===== src/rtl/page_prog_pkg.sv =====
package page_prog_pkg;
  typedef enum logic [1:0] {ST_IDLE, ST_LOAD, ST_PROG, ST_COMMIT} pp_state_e;
endpackage


===== src/rtl/page_addr_trk.sv =====
module page_addr_trk #(
  parameter int AW    = 12,
  parameter int OFF_W = 5
) (
  input  logic          clk_i,
  input  logic          rst_ni,
  input  logic          load_i,
  input  logic [AW-1:0] start_addr_i,
  input  logic          adv_i,
  output logic [AW-1:0] addr_o
);
  localparam int BASE_W = AW - OFF_W;
  logic [BASE_W-1:0] base_q;
  logic [OFF_W-1:0]  off_q;

  always_ff @(posedge clk_i or negedge rst_ni) begin
    if (!rst_ni) begin
      base_q <= '0;
      off_q  <= '0;
    end else if (load_i) begin
      base_q <= start_addr_i[AW-1:OFF_W];
      off_q  <= start_addr_i[OFF_W-1:0];
    end else if (adv_i) begin
      off_q  <= off_q + OFF_W'(1);  // natural wrap keeps the page
    end
  end

  assign addr_o = {base_q, off_q};
endmodule


===== src/rtl/page_store.sv =====
module page_store #(
  parameter int PAGE_BYTES = 32,
  parameter int OFF_W      = $clog2(PAGE_BYTES)
) (
  input  logic             clk_i,
  input  logic             rst_ni,
  input  logic             clr_i,
  input  logic             wr_i,
  input  logic [OFF_W-1:0] wr_off_i,
  input  logic [7:0]       wr_data_i,
  input  logic             wr_ok_i,
  input  logic [OFF_W-1:0] rd_off_i,
  output logic [7:0]       rd_data_o,
  output logic             rd_valid_o
);
  logic [7:0]            data_q [PAGE_BYTES];
  logic [PAGE_BYTES-1:0] valid_q;

  for (genvar g = 0; g < PAGE_BYTES; g++) begin : g_slot
    logic hit;
    assign hit = wr_i && (wr_off_i == OFF_W'(g));
    always_ff @(posedge clk_i or negedge rst_ni) begin
      if (!rst_ni) begin
        data_q[g]  <= '0;
        valid_q[g] <= 1'b0;
      end else if (clr_i) begin
        valid_q[g] <= 1'b0;
      end else if (hit) begin
        data_q[g]  <= wr_data_i;
        valid_q[g] <= wr_ok_i;
      end
    end
  end

  assign rd_data_o  = data_q[rd_off_i];
  assign rd_valid_o = valid_q[rd_off_i];
endmodule


===== src/rtl/prog_timer.sv =====
module prog_timer #(
  parameter int CYCLES = 1_250_000
) (
  input  logic clk_i,
  input  logic rst_ni,
  input  logic start_i,
  output logic expired_o
);
  localparam int CW = (CYCLES < 2) ? 1 : $clog2(CYCLES);
  logic [CW-1:0] cnt_q;
  logic          run_q;

  always_ff @(posedge clk_i or negedge rst_ni) begin
    if (!rst_ni) begin
      cnt_q <= '0;
      run_q <= 1'b0;
    end else if (start_i) begin
      cnt_q <= CW'(CYCLES - 1);
      run_q <= 1'b1;
    end else if (run_q) begin
      if (cnt_q == '0) run_q <= 1'b0;
      else             cnt_q <= cnt_q - CW'(1);
    end
  end

  assign expired_o = run_q && (cnt_q == '0);
endmodule


===== src/rtl/page_prog_buf.sv =====
module page_prog_buf
  import page_prog_pkg::*;
#(
  parameter int AW          = 12,
  parameter int PAGE_BYTES  = 32,
  parameter int PROG_CYCLES = 1_250_000
) (
  input  logic          clk_i,
  input  logic          rst_ni,
  input  logic          cmd_start_i,
  input  logic [AW-1:0] start_addr_i,
  input  logic          byte_stb_i,
  input  logic [7:0]    byte_i,
  input  logic          wr_allow_i,
  input  logic          cmd_end_i,
  input  logic          frag_i,
  output logic [AW-1:0] cur_addr_o,
  output logic          busy_o,
  output logic          done_o,
  output logic          ram_we_o,
  output logic [AW-1:0] ram_addr_o,
  output logic [7:0]    ram_wdata_o
);
  localparam int OFF_W = $clog2(PAGE_BYTES);
  localparam logic [OFF_W-1:0] LAST_OFF = OFF_W'(PAGE_BYTES - 1);

  pp_state_e        st_q;
  logic             got_q;
  logic [OFF_W-1:0] idx_q;
  logic             accept, take_byte, prog_go, expired;
  logic [7:0]       rd_data;
  logic             rd_valid;

  assign accept    = (st_q == ST_IDLE) || (st_q == ST_LOAD);
  assign take_byte = (st_q == ST_LOAD) && byte_stb_i && !cmd_start_i;
  assign prog_go   = (st_q == ST_LOAD) && !cmd_start_i && cmd_end_i &&
                     (got_q || byte_stb_i) && !frag_i;

  page_addr_trk #(.AW(AW), .OFF_W(OFF_W)) u_trk (
    .clk_i, .rst_ni,
    .load_i      (cmd_start_i && accept),
    .start_addr_i,
    .adv_i       (take_byte),
    .addr_o      (cur_addr_o)
  );

  page_store #(.PAGE_BYTES(PAGE_BYTES), .OFF_W(OFF_W)) u_store (
    .clk_i, .rst_ni,
    .clr_i      (cmd_start_i && accept),
    .wr_i       (take_byte),
    .wr_off_i   (cur_addr_o[OFF_W-1:0]),
    .wr_data_i  (byte_i),
    .wr_ok_i    (wr_allow_i),
    .rd_off_i   (idx_q),
    .rd_data_o  (rd_data),
    .rd_valid_o (rd_valid)
  );

  prog_timer #(.CYCLES(PROG_CYCLES)) u_tmr (
    .clk_i, .rst_ni,
    .start_i   (prog_go),
    .expired_o (expired)
  );

  always_ff @(posedge clk_i or negedge rst_ni) begin
    if (!rst_ni) begin
      st_q        <= ST_IDLE;
      got_q       <= 1'b0;
      idx_q       <= '0;
      done_o      <= 1'b0;
      ram_we_o    <= 1'b0;
      ram_addr_o  <= '0;
      ram_wdata_o <= '0;
    end else begin
      done_o   <= 1'b0;
      ram_we_o <= 1'b0;
      unique case (st_q)
        ST_IDLE: if (cmd_start_i) begin
          st_q  <= ST_LOAD;
          got_q <= 1'b0;
        end
        ST_LOAD: begin
          if (cmd_start_i) got_q <= 1'b0;
          else begin
            if (byte_stb_i) got_q <= 1'b1;
            if (cmd_end_i)  st_q  <= prog_go ? ST_PROG : ST_IDLE;
          end
        end
        ST_PROG: if (expired) begin
          st_q  <= ST_COMMIT;
          idx_q <= '0;
        end
        ST_COMMIT: begin
          ram_we_o    <= rd_valid;
          ram_addr_o  <= {cur_addr_o[AW-1:OFF_W], idx_q};
          ram_wdata_o <= rd_data;
          idx_q       <= idx_q + OFF_W'(1);
          if (idx_q == LAST_OFF) begin
            st_q   <= ST_IDLE;
            done_o <= 1'b1;
          end
        end
        default: st_q <= ST_IDLE;
      endcase
    end
  end

  assign busy_o = (st_q == ST_PROG) || (st_q == ST_COMMIT);
endmodule


===== config.mk =====
export PLATFORM = sky130hd
export DESIGN_NAME = page_prog_buf
export DESIGN_NICKNAME = d
export VERILOG_FILES = /design/src/rtl/page_prog_pkg.sv /design/src/rtl/page_addr_trk.sv /design/src/rtl/page_store.sv /design/src/rtl/prog_timer.sv /design/src/rtl/page_prog_buf.sv
export SDC_FILE = /design/constraint.sdc
export NUM_CORES = 1
export LEC_CHECK = 0
export ABC_AREA = 1
export CAP_MARGIN = 25
export CORE_AREA = 2 2 235 167
export CTS_BUF_LIST = sky130_fd_sc_hd__clkbuf_4 sky130_fd_sc_hd__clkbuf_8 sky130_fd_sc_hd__clkbuf_16
export CTS_CLUSTER_SIZE = 30
export DETAILED_ROUTE_END_ITERATION = 10
export DIE_AREA = 0 0 237 169
export SLEW_MARGIN = 30
export SYNTH_ARGS = -nofsm -noshare
export SYNTH_HDL_FRONTEND = slang
export SYNTH_SLANG_ARGS = --single-unit

===== constraint.sdc =====
create_clock -name clk_i -period 3.7 [get_ports clk_i]
set_input_delay 0.74 -clock clk_i [delete_from_list [all_inputs] [get_ports clk_i]]
set_output_delay 0.74 -clock clk_i [all_outputs]
set_load 0.01 [all_outputs]

==> impl_metrics.csv <==
group,metric,value,unit
cells_and_area,multiInputGateArea,6973,um2
detailed_routing,drc,0,
cts,htree_levels,2,
global_routing,grt_pass1_wl,76410,um
synth,ys_types,35,
cts,post_cts_buffers,0,
synth,synth_compound_area_share,12.42,%
synth,yosysSeqAreaShare,52.39,%
global_routing,grt_pass1_vias,13280,
global_routing,antenna_found_initial,0,
place,gp_congestion,0.8729,
detailed_routing,routed_wl,47510,um
synth,ys.warnings.count,0,
power_and_ir_drop,power_switching,5.850,mW
detailed_routing,drt_iter0_markers,1576,
global_routing,grt_start_max_net_pins,84,
synth,async_flop_share,100.0,%
synth,synthesis.area,16810,um2
detailed_routing,drtPass1Iterations,6,
timing,fin_crit_sh,67.00,%
cells_and_area,final_nets,2155,
timing,period_minus_slack,2.479,ns
cells_and_area,drive_gt1_share,6.707,%
worst_setup_path,r2r_cells,9,
worst_setup_path,path_class,"register to register",
cts,cts_resized,0,
timing,maxSlewHeadroom,34.57,%
power_and_ir_drop,internal_power,9.440,mW
worst_setup_path,cpPeakStageDelay,0.75,ns
power_and_ir_drop,peakVddDrop,0.3917,mV
worst_setup_path,startpoint_type,"register",
worst_setup_path,cp.arrival,2.96,ns
timing,setup_tns,0,ns
power_and_ir_drop,power.leakage,9.165,nW
timing,worstMarginPinSlew,0.9804,ns
timing,finalSetupViolCount,0,
power_and_ir_drop,seqPwrFrac,39.0,%
run_status,outcome,"finished, final reports clean",
cells_and_area,syn_to_final_growth,13.15,%
power_and_ir_drop,switching_share,38.26,%
die,io_pins,62,
cells_and_area,nFillCells,3687,
place,port_buffers,61,
synth,post_synth_inst_count,2120,
die,die-area,40050,um2
timing,max_clock_freq,403.4,MHz
die,coreArea,37910,um2
detailed_routing,final_antenna_net_count,0,
power_and_ir_drop,p_comb_share,34.7,%
cells_and_area,fin_cells,2643,
synth,yosys.area.top_type,"dfrtp_1",
detailed_routing,vias,14160,
synth,synth.area.top_cells,"dfrtp_1 52%, nand2_1 15%, o21ai_0 6.8%",
cts,tritoncts,"done",
synth,synth_edf_count,0,
cts,cts_buffers,37,
run,drv_cap,0,
cts,cts-root-buf,"clkbuf_16",
synth,synth.avg_cell_area,7.931,um2
power_and_ir_drop,p_clk_share,26.4,%
global_routing,grt_util_all_layers,24.13,%
worst_setup_path,cp_slowest_cell,"dfrtp_4",
synth,yosys.area_share.simple,27.69,%
timing,rsz0062_at_grt,"false",
cells_and_area,antenna_cells,0,
cts,cts.sinks,352,
synth,synth_xor_area_share,0.6772,%
worst_hold_path,min_path_type,"primary input to async pin",
synth,synth_nets,2156,
die,fp.dieW,237,um
synth,synthAdderAreaFrac,0.6697,%
place,place_hpwl,29600,um
worst_setup_path,crit_fanout,48,
place,numPlacedInstances,2576,
timing,drv_slew,0,
synth,ys.flop_type,"dfrtp_1",
worst_setup_path,crit_top_cell,"nand3_1",
global_routing,grt-ovfl-total,0,
timing,finClkSkew,0.01590,ns
die,std_cell_rows,60,
power_and_ir_drop,p_per_area,803.7,nW/um2
cells_and_area,ff_latch_area,8813,um2
synth,synth.ff_latch_count,352,
detailed_routing,wl_per_cell,17.98,um
die,die_y,169,um
cts,clk_latency,0.54,ns
detailed_routing,via_per_inst,5.359,
synth,synth_top_family_by_area,"simple AND/OR/NAND/NOR gates",
timing,hold_viol,0,
worst_setup_path,end_kind,"register",
synth,yosys.area.top_type_share,52.39,%
cts,clk_pin_slew,0.07,ns
cts,clockBufferDepth,3,
worst_setup_path,worstPathCellList,"buf_4, nor2_1, nor2_1, o21ai_0, nand3_1, nand3_1, nand2_1, nand2_1, nand3_1",
synth,synth.area.mux_share,0,%
worst_setup_path,cp_data_required_time,4.18,ns
die,initial_utilization,44.35,%
cts,cts_hold_buf,0,
[per-layer routing]
metal	GRT usage [%]	up-vias	share of wire, %
met5	0	-	0
met4	5.476	0	1.7
met3	4.175	60	7.0
met2	35.13	474	42
met1	37.34	6775	49
li1	-	6854	-
[final cells by class]
cell class                 count  area share, %
timing repair buffer          94          4.998
tap                          496          3.262
multi-input combinational   1543          36.65
inverter                      91          1.809
clock buffer                  56          6.097
sequential                   352          46.33
clock inverter                11         0.8550
[critical path: cells and delay by family (launching register included)]
family,cells,cell delay (ns)
buffers and inverters,1,0.56
flip-flops,1,0.75
AO/OA/AOI/OAI,1,0.14
AND/OR/NAND/NOR,7,0.92
[through the flow]
step / power, mW / utilization, % / hold slack (ns) / area, um2 / worst slack, ns
after detailed placement: 11.27 / 46.69 / 0.4683 / 17700 / 1.009
after CTS: 15.35 / 50.18 / 0.2342 / 19020 / 1.259
final: 15.29 / 50.18 / 0.2025 / 19020 / 1.221
after floorplan: 9.409 / - / 0.4444 / 16810 / 1.851
after global placement: 11.14 / 46.69 / 0.4604 / 17700 / 1.045
after global routing: 16.37 / 50.18 / 0.2581 / 19020 / 1.085
[cells by family (layout without fill, tap and decap cells)]
logic type                 count (synthesis)  in the layout
and+or+nand+nor                         1107           1107
DFF                                      352            352
xor gates and xnor gates                  13             13
buffers and inverters                    225            252
adders and majority gates                  9              9
AOI/OAI and AO/OA                        414            414
[placed cells by master (no fill, tap or decap), types with 4 or more instances in the layout]
master,netlist,routed
nand2_1,662,661
dfrtp_1,352,350
o21ai_0,230,230
nor2_1,221,221
nand3_1,178,178
o21ai_1,169,169
inv_1,86,84
clkdlybuf4s50_1,0,60
clkbuf_16,0,39
buf_4,1,26
nand2_4,21,21
xor2_1,10,10
ha_1,9,9
clkbuf_8,0,9
clkbuf_4,0,8
a21oi_1,7,7
nand4_1,7,7
buf_12,0,7
nand3_2,6,6
nand2_2,4,5
clkinv_2,0,5
bufinv_16,0,4
[power by group through the flow]
stage | clock (mW) | sequential [mW] | combinational [mW]
2_1_floorplan | 0 | 5.77 | 3.64
5_1_grt | 4.27 | 6.13 | 5.98
3_3_place_gp | 0 | 5.98 | 5.16
6_report | 4.03 | 5.96 | 5.30
4_1_cts | 4.11 | 5.95 | 5.29
3_5_place_dp | 0 | 6.00 | 5.27
[worst paths after layout]
kind	from	endpoint	slack (ns)
worst min-delay path	rst_ni	u_store.data_q[88]	0.20
max in group asynchronous	rst_ni	u_tmr.cnt_q[2]	2.67
worst max register to register	idx_q[0]	ram_wdata_o[3]	1.22
min in group clk_i	ram_addr_o[10]	ram_addr_o[10]	0.48
worst min register to register	ram_addr_o[10]	ram_addr_o[10]	0.48
worst max-delay path	idx_q[0]	ram_wdata_o[3]	1.22
[sequential cells by signal, summed over array words and instances (netlist names), named ones only]
register,cells
done_o,1
u_store.valid_q,32
u_tmr.cnt_q,21
u_trk.off_q,5
st_q,1
ram_addr_o,12
idx_q,5
got_q,1
ram_wdata_o,8
u_trk.base_q,7
u_store.data_q,256
ram_we_o,1
u_tmr.run_q,1
[cell usage after synthesis, types with 3 or more instances]
cell type and count:
nand2_1 662, dfrtp_1 352, o21ai_0 230, nor2_1 221
nand3_1 178, o21ai_1 169, inv_1 86, clkbuf_1 78
buf_2 22, nand2_4 21, buf_6 18, buf_1 12
xor2_1 10, ha_1 9, a21oi_1 7, nand4_1 7
nand3_2 6, clkinv_1 4, nand2_2 4, o211ai_1 3
xnor2_1 3
Note: power is estimated with default switching activity, not from simulation.
